$ cat config.mk
export PLATFORM = sky130hd
export DESIGN_NAME = ptw_step_unit
export DESIGN_NICKNAME = d
export VERILOG_FILES = /design/src/rtl/ptw_step_pkg.sv /design/src/rtl/ptw_level_sel.sv /design/src/rtl/ptw_addr_gen.sv /design/src/rtl/ptw_huge_split.sv /design/src/rtl/ptw_step_unit.sv
export SDC_FILE = /design/constraint.sdc
export NUM_CORES = 1
export LEC_CHECK = 0
export BUFFER_PORTS_ARGS = -buffer_cell sky130_fd_sc_hd__buf_2
export CORE_MARGIN = 4
export CORE_UTILIZATION = 46
export CTS_CLUSTER_DIAMETER = 50
export DETAILED_ROUTE_END_ITERATION = 8
export PLACE_DENSITY = 0.7
export SETUP_SLACK_MARGIN = 0.5
export SYNTH_ARGS = -nofsm -noshare
export SYNTH_HDL_FRONTEND = slang
export SYNTH_SLANG_ARGS = --single-unit
$ cat constraint.sdc
create_clock -name clk -period 11.4 [get_ports clk]
set_clock_uncertainty 0.05 [all_clocks]
set_input_delay 1.71 -clock clk [delete_from_list [all_inputs] [get_ports clk]]
set_output_delay 1.71 -clock clk [all_outputs]
set_load 0.02 [all_outputs]
$ cat src/rtl/ptw_step_pkg.sv
package ptw_step_pkg;

  typedef enum logic [1:0] {
    ST_IDLE = 2'd0,
    ST_REQ  = 2'd1,
    ST_WAIT = 2'd2,
    ST_DONE = 2'd3
  } ptw_state_e;

  // position / width pair of one walk level
  typedef struct packed {
    logic [5:0] pos;
    logic [4:0] wid;
  } lvl_field_t;

  localparam int SLOT_W    = 16;
  localparam int NUM_SLOTS = 5;   // leaf + four directory levels
  localparam int EWC_LSB   = 48;  // entry width code inside cfg_lo

endpackage

$ cat src/rtl/ptw_level_sel.sv
module ptw_level_sel
  import ptw_step_pkg::*;
(
  input  logic [63:0] cfg_lo,
  input  logic [31:0] cfg_hi,
  input  logic [2:0]  level,
  output lvl_field_t  fld
);

  logic [SLOT_W-1:0] slot [NUM_SLOTS];

  generate
    for (genvar k = 0; k < NUM_SLOTS; k++) begin : g_slot
      if (k < 3) begin : g_lo
        assign slot[k] = cfg_lo[k*SLOT_W +: SLOT_W];
      end else begin : g_hi
        assign slot[k] = cfg_hi[(k-3)*SLOT_W +: SLOT_W];
      end
    end
  endgenerate

  logic [SLOT_W-1:0] pick;

  always_comb begin
    // levels outside 1..4 fall back to the leaf slot
    if (level >= 3'd1 && level <= 3'd4) pick = slot[level];
    else                                pick = slot[0];
    fld.pos = pick[5:0];
    fld.wid = pick[12:8];
  end

endmodule

$ cat src/rtl/ptw_addr_gen.sv
module ptw_addr_gen
  import ptw_step_pkg::*;
(
  input  logic [63:0] base_m,
  input  logic [63:0] va,
  input  lvl_field_t  fld,
  input  logic [1:0]  ewc,
  input  logic        leaf_mode,
  input  logic        odd,
  output logic [63:0] addr
);

  logic [63:0] idx_mask;
  logic [63:0] idx_raw;
  logic [63:0] idx;
  logic [3:0]  shamt;

  always_comb begin
    idx_mask = (64'd1 << fld.wid) - 64'd1;
    idx_raw  = (va >> fld.pos) & idx_mask;
    if (leaf_mode) idx = {idx_raw[63:1], odd};
    else           idx = idx_raw;
    shamt = 4'(({2'b00, ewc} + 4'd1) * 4'd3);
    addr  = base_m | (idx << shamt);
  end

endmodule

$ cat src/rtl/ptw_huge_split.sv
module ptw_huge_split
  import ptw_step_pkg::*;
#(
  parameter int LVL_LSB  = 13,
  parameter int LVL_W    = 2,
  parameter int HUGE_BIT = 6,
  parameter int HGLB_BIT = 12,
  parameter int GLB_BIT  = 6
) (
  input  logic [63:0] base_m,
  input  lvl_field_t  fld,
  input  logic        odd,
  output logic [63:0] entry,
  output logic [5:0]  ps
);

  logic [6:0]  ps_sum;
  logic [63:0] half;

  always_comb begin
    ps_sum = {1'b0, fld.pos} + {2'b00, fld.wid} - 7'd1;
    ps     = ps_sum[5:0];
    half   = base_m;
    half[LVL_LSB +: LVL_W] = '0;
    half[HUGE_BIT] = 1'b0;
    if (half[HGLB_BIT]) begin
      half[HGLB_BIT] = 1'b0;
      half[GLB_BIT]  = 1'b1;
    end
    if (odd) entry = half + (64'd1 << ps);
    else     entry = half;
  end

endmodule

$ cat src/rtl/ptw_step_unit.sv
module ptw_step_unit
  import ptw_step_pkg::*;
#(
  parameter int PA_W     = 48,
  parameter int LVL_LSB  = 13,
  parameter int LVL_W    = 2,
  parameter int HUGE_BIT = 6,
  parameter int HGLB_BIT = 12,
  parameter int GLB_BIT  = 6
) (
  input  logic        clk,
  input  logic        rst_n,
  input  logic        op_valid_i,
  input  logic        op_leaf_i,
  input  logic [2:0]  op_level_i,
  input  logic        op_odd_i,
  input  logic [63:0] op_base_i,
  input  logic [63:0] fault_va_i,
  input  logic [63:0] cfg_lo_i,
  input  logic [31:0] cfg_hi_i,
  output logic        rd_req_valid_o,
  input  logic        rd_req_ready_i,
  output logic [63:0] rd_req_addr_o,
  input  logic        rd_rsp_valid_i,
  input  logic [63:0] rd_rsp_data_i,
  output logic        done_o,
  output logic [63:0] dir_result_o,
  output logic [63:0] refill_lo0_o,
  output logic [63:0] refill_lo1_o,
  output logic [5:0]  refill_ps_o
);

  localparam logic [63:0] PA_MASK = {{(64-PA_W){1'b0}}, {PA_W{1'b1}}};

  // reset: asserted asynchronously, released on a clock edge
  logic [1:0] rst_sync_q;
  logic       rst_int_n;

  always_ff @(posedge clk or negedge rst_n) begin
    if (!rst_n) rst_sync_q <= 2'b00;
    else        rst_sync_q <= {rst_sync_q[0], 1'b1};
  end
  assign rst_int_n = rst_sync_q[1];

  // operand decode
  logic [63:0] base_m;
  logic        base_huge;
  logic [2:0]  base_lvl;
  logic [2:0]  sel_level;
  logic        lvl_ok;
  logic [1:0]  ewc;

  assign base_m    = op_base_i & PA_MASK;
  assign base_huge = op_base_i[HUGE_BIT];
  assign base_lvl  = 3'(op_base_i[LVL_LSB +: LVL_W]);
  assign lvl_ok    = (op_level_i >= 3'd1) && (op_level_i <= 3'd4);
  assign ewc       = cfg_lo_i[EWC_LSB +: 2];

  always_comb begin
    if (!op_leaf_i)     sel_level = op_level_i;
    else if (base_huge) sel_level = base_lvl;
    else                sel_level = 3'd0;
  end

  lvl_field_t  fld;
  logic [63:0] gen_addr;
  logic [63:0] huge_entry;
  logic [5:0]  huge_ps;

  ptw_level_sel u_lvl (
    .cfg_lo (cfg_lo_i),
    .cfg_hi (cfg_hi_i),
    .level  (sel_level),
    .fld    (fld)
  );

  ptw_addr_gen u_addr (
    .base_m    (base_m),
    .va        (fault_va_i),
    .fld       (fld),
    .ewc       (ewc),
    .leaf_mode (op_leaf_i),
    .odd       (op_odd_i),
    .addr      (gen_addr)
  );

  ptw_huge_split #(
    .LVL_LSB  (LVL_LSB),
    .LVL_W    (LVL_W),
    .HUGE_BIT (HUGE_BIT),
    .HGLB_BIT (HGLB_BIT),
    .GLB_BIT  (GLB_BIT)
  ) u_huge (
    .base_m (base_m),
    .fld    (fld),
    .odd    (op_odd_i),
    .entry  (huge_entry),
    .ps     (huge_ps)
  );

  // directory step result when no read is needed
  logic [63:0] dir_direct;
  logic        needs_read;

  always_comb begin
    dir_direct = op_base_i;
    if (lvl_ok && base_huge && op_level_i != 3'd4 && base_lvl == 3'd0)
      dir_direct[LVL_LSB +: LVL_W] = op_level_i[LVL_W-1:0];
    if (op_leaf_i) needs_read = !base_huge;
    else           needs_read = lvl_ok && !base_huge;
  end

  // state and datapath registers
  ptw_state_e  state_q, state_n;
  logic [63:0] addr_q, addr_n;
  logic        addr_en;
  logic        leaf_q, odd_q, ctx_en;
  logic [5:0]  pend_ps_q;
  logic [63:0] dir_q, dir_n;
  logic        dir_en;
  logic [63:0] lo0_q, lo1_q, lo_n;
  logic        lo0_en, lo1_en;
  logic [5:0]  ps_q, ps_n;
  logic        ps_en;
  logic [63:0] rsp_m;

  assign rsp_m = rd_rsp_data_i & PA_MASK;

  always_comb begin
    state_n = state_q;
    addr_n  = gen_addr;
    addr_en = 1'b0;
    ctx_en  = 1'b0;
    dir_n   = dir_direct;
    dir_en  = 1'b0;
    lo_n    = huge_entry;
    lo0_en  = 1'b0;
    lo1_en  = 1'b0;
    ps_n    = huge_ps;
    ps_en   = 1'b0;
    unique case (state_q)
      ST_IDLE: begin
        if (op_valid_i) begin
          if (needs_read) begin
            state_n = ST_REQ;
            addr_en = 1'b1;
            ctx_en  = 1'b1;
          end else begin
            state_n = ST_DONE;
            if (!op_leaf_i) begin
              dir_en = 1'b1;
            end else begin
              lo0_en = !op_odd_i;
              lo1_en = op_odd_i;
              ps_en  = 1'b1;
            end
          end
        end
      end
      ST_REQ: begin
        if (rd_req_ready_i) state_n = ST_WAIT;
      end
      ST_WAIT: begin
        if (rd_rsp_valid_i) begin
          state_n = ST_DONE;
          dir_n   = rsp_m;
          lo_n    = rsp_m;
          ps_n    = pend_ps_q;
          if (!leaf_q) begin
            dir_en = 1'b1;
          end else begin
            lo0_en = !odd_q;
            lo1_en = odd_q;
            ps_en  = 1'b1;
          end
        end
      end
      ST_DONE: state_n = ST_IDLE;
      default: state_n = ST_IDLE;
    endcase
  end

  always_ff @(posedge clk or negedge rst_int_n) begin
    if (!rst_int_n) begin
      state_q   <= ST_IDLE;
      addr_q    <= '0;
      leaf_q    <= 1'b0;
      odd_q     <= 1'b0;
      pend_ps_q <= '0;
      dir_q     <= '0;
      lo0_q     <= '0;
      lo1_q     <= '0;
      ps_q      <= '0;
    end else begin
      state_q <= state_n;
      if (addr_en) addr_q <= addr_n;
      if (ctx_en) begin
        leaf_q    <= op_leaf_i;
        odd_q     <= op_odd_i;
        pend_ps_q <= fld.pos;
      end
      if (dir_en) dir_q <= dir_n;
      if (lo0_en) lo0_q <= lo_n;
      if (lo1_en) lo1_q <= lo_n;
      if (ps_en)  ps_q  <= ps_n;
    end
  end

  assign rd_req_valid_o = (state_q == ST_REQ);
  assign rd_req_addr_o  = addr_q;
  assign done_o         = (state_q == ST_DONE);
  assign dir_result_o   = dir_q;
  assign refill_lo0_o   = lo0_q;
  assign refill_lo1_o   = lo1_q;
  assign refill_ps_o    = ps_q;

endmodule

==> impl_metrics.json <==
{
  "final_cells": 4064,
  "leakage_nw": 12.3,
  "crit_required_ps": 11790,
  "synth_flop_cell": "dfrtp_1",
  "dpl-instance-area_um2": 26100,
  "max_slew_margin": 0.214,
  "die_h_um": 233,
  "die_area_um2": 54300,
  "place_hpwl_um": 80500,
  "place.gp.congestion": 1.06,
  "drive_gt1_frac": 0.220,
  "synth_top_area_cell": "dfrtp_1",
  "overflow": 0,
  "synth_edf_count": 0,
  "cpPeakStageDelay_ps": 770,
  "cts_setup_buffers": 0,
  "max_freq_mhz": 115,
  "post_cts_resized": 0,
  "grt_usage": 0.369,
  "avgSynthCellArea_um2": 7.76,
  "wl_um": 105000,
  "area_growth_pct": 17.0,
  "dp.cells": 3995,
  "finish.instance_area_um2": 27200,
  "worstSkewPairLatency_ps": 560,
  "cpMaxStageDelayCell": "a211oi_2",
  "cap_violations": 0,
  "hold_violations": 0,
  "drv_slew": 0,
  "grt_antenna_before_repair": 6,
  "hold_path_class": "flop to flop",
  "min_period_ps": 8700,
  "drtIter0Drc": 3451,
  "fin_tns_setup_ps": 0,
  "rsz0062_at_grt": "no",
  "cp_data_arrival_time_ps": 9090,
  "synth_top_area_share": 0.295,
  "crit_top_cell": "a21oi_1",
  "clockBufferDepth": 3,
  "synth_seq_cells": 274,
  "synth_fp_nets": 3362,
  "grt_max_degree": 147,
  "p_per_area_nw_per_um2": 217,
  "cts_tree": "built",
  "drt-pass1-iter-count": 6,
  "critPathLaunchType": "input pin",
  "vdd_drop_max_uv": 131,
  "finalSetupViolCount": 0,
  "outcome": "completed",
  "worstPathMaxFanout": 27,
  "cts-root-buf": "clkbuf_16",
  "yosys_warnings": 0,
  "crit_type": "input pin to flop",
  "syn_inst": 2999,
  "die_x_um": 233,
  "end_kind": "flop",
  "async_flop_share": 1.00,
  "grt_pass1_vias": 24300,
  "start_util": 0.465,
  "ioPinCount": 562,
  "grt_pass1_wl_um": 154000,
  "routedWlPerCell_um": 25.9,
  "h-tree-depth": 2,
  "synth_cell_types": 105,
  "syn-cell-area_um2": 23300,
  "io_buffers": 506,
  "viasPerCell": 6.51,
  "nets": 3723,
  "yosys-top-cells-area": "dfrtp_1 (29%), nand2_1 (7.8%), o21ai_0 (5.8%)",
  "drc": 0,
  "worst_pin_slew_ps": 1180,
  "finalCritPeriodShare": 0.763,
  "ys_seq_area_frac": 0.295,
  "cts-buffers-inserted": 35,
  "clk_pin_slew_ps": 60,
  "core-area_um2": 50100,
  "cts_hold_buffers": 0,
  "clock_sinks": 274,
  "timing.hold.ws_ps": 301,
  "vias": 26400,
  "rows": 82,
  "antenna_left": 0
}
## per-stage QoR
stage | util | power, mW | setup slack (ps)
3_3_place_gp | 0.520 | 4.68 | 2350
2_1_floorplan | - | 3.55 | 3150
4_1_cts | 0.544 | 5.84 | 2840
6_report | 0.544 | 5.90 | 2700
3_5_place_dp | 0.520 | 4.70 | 2270
5_1_grt | 0.544 | 6.20 | 2260
## logic make-up (layout without fill, tap and decap cells)
family,Yosys count,count (layout),share of synthesized area
xor gates and xnor gates,52,52,0.0196
adders and majority gates,65,65,0.0356
muxes,172,172,0.0891
other,1,6,0.000161
and+or+nand+nor,1118,1118,0.210
buffers and inverters,282,670,0.0548
DFF,274,274,0.295
AOI/OAI and AO/OA,1035,1035,0.296
## worst max-delay path: cells and delay by family
kind / cells / cell delay [ps]
buffers and inverters: 4 / 930
adders and majority gates: 3 / 920
AOI/OAI and AO/OA: 13 / 3640
xor gates and xnor gates: 3 / 630
and+or+nand+nor: 7 / 1200
## Yosys cell counts (42+ instances only)
master	instances
a21oi_1	232
nor2_1	294
o22ai_1	47
nor3_1	116
mux2i_1	124
a211oi_1	108
nand2_1	484
inv_1	47
ha_1	63
dfrtp_1	274
buf_2	42
nand3_1	66
o21ai_0	271
clkbuf_1	137
## layout make-up
class	instances	area [um2]
fillers	4933	22800
multi-input cells	2443	15300
flip-flops and latches	274	6860
repair buffers	552	2890
clock buffers	46	957
well taps	672	841
inverters	54	208
clock inverters	18	205
diodes	5	12.5
## layer usage
metal / GRT usage / routed length [um]
met2: 0.583 / 47600
met1: 0.481 / 40600
met5: 0 / 27
met4: 0.173 / 6030
met3: 0.0839 / 11200
## path summary, 6_finish.rpt
check	endpoint	slack, ps	depth (start not counted)	from
max in group asynchronous	dir_result_o[33]	9510	1	rst_sync_q[1]
hold reg to reg	rst_sync_q[1]	300	0	rst_sync_q[0]
min in group asynchronous	refill_lo0_o[7]	370	0	rst_sync_q[1]
setup / recovery	refill_lo1_o[48]	2700	30	op_leaf_i
setup reg to reg	dir_result_o[6]	7720	8	state_q[0]
hold / removal	rst_sync_q[1]	300	0	rst_sync_q[0]
## where the power goes
group	internal, mW	leakage [nW]	switching, mW	total [mW]
clock	0.655	0.579	0.467	1.12
combinational	0.976	8.27	2.25	3.23
sequential	1.35	3.41	0.199	1.55
## flip-flops by register name, indices dropped and copies added, names as in the netlist
| signal | cells |
|---|---|
| rst_sync_q | 2 |
| refill_lo1_o | 64 |
| rd_req_addr_o | 64 |
| state_q | 2 |
| dir_result_o | 64 |
| refill_ps_o | 6 |
| pend_ps_q | 6 |
| refill_lo0_o | 64 |
| leaf_q | 1 |
| odd_q | 1 |
## cells in the final DEF (no fill, tap or decap), types with 11 or more instances in the layout
cell type,Yosys,final
and2_1,29,28
buf_2,42,506
nand2_1,484,483
a21oi_1,232,231
a32oi_1,15,15
nor3_1,116,115
o31ai_1,15,15
a211oi_2,20,20
nand4_1,18,18
mux4_2,24,24
a221oi_1,17,17
a21o_1,34,34
o211ai_1,25,25
a22oi_1,34,34
xnor2_1,41,40
a311oi_1,12,12
ha_1,63,62
o21bai_1,11,11
o21ai_1,14,14
mux2i_1,124,123
a22o_1,18,18
o221ai_1,11,11
nor2b_1,11,11
nor2_1,294,293
mux2_2,19,19
dfrtp_1,274,273
a31oi_1,24,24
nor4_1,27,27
inv_1,47,47
o22ai_1,47,45
nand3_1,66,65
a211oi_1,108,108
buf_4,15,45
clkbuf_16,0,35
a2111oi_0,11,11
or3_1,12,12
o21ai_0,271,271
(Power assumes the default switching activity.)
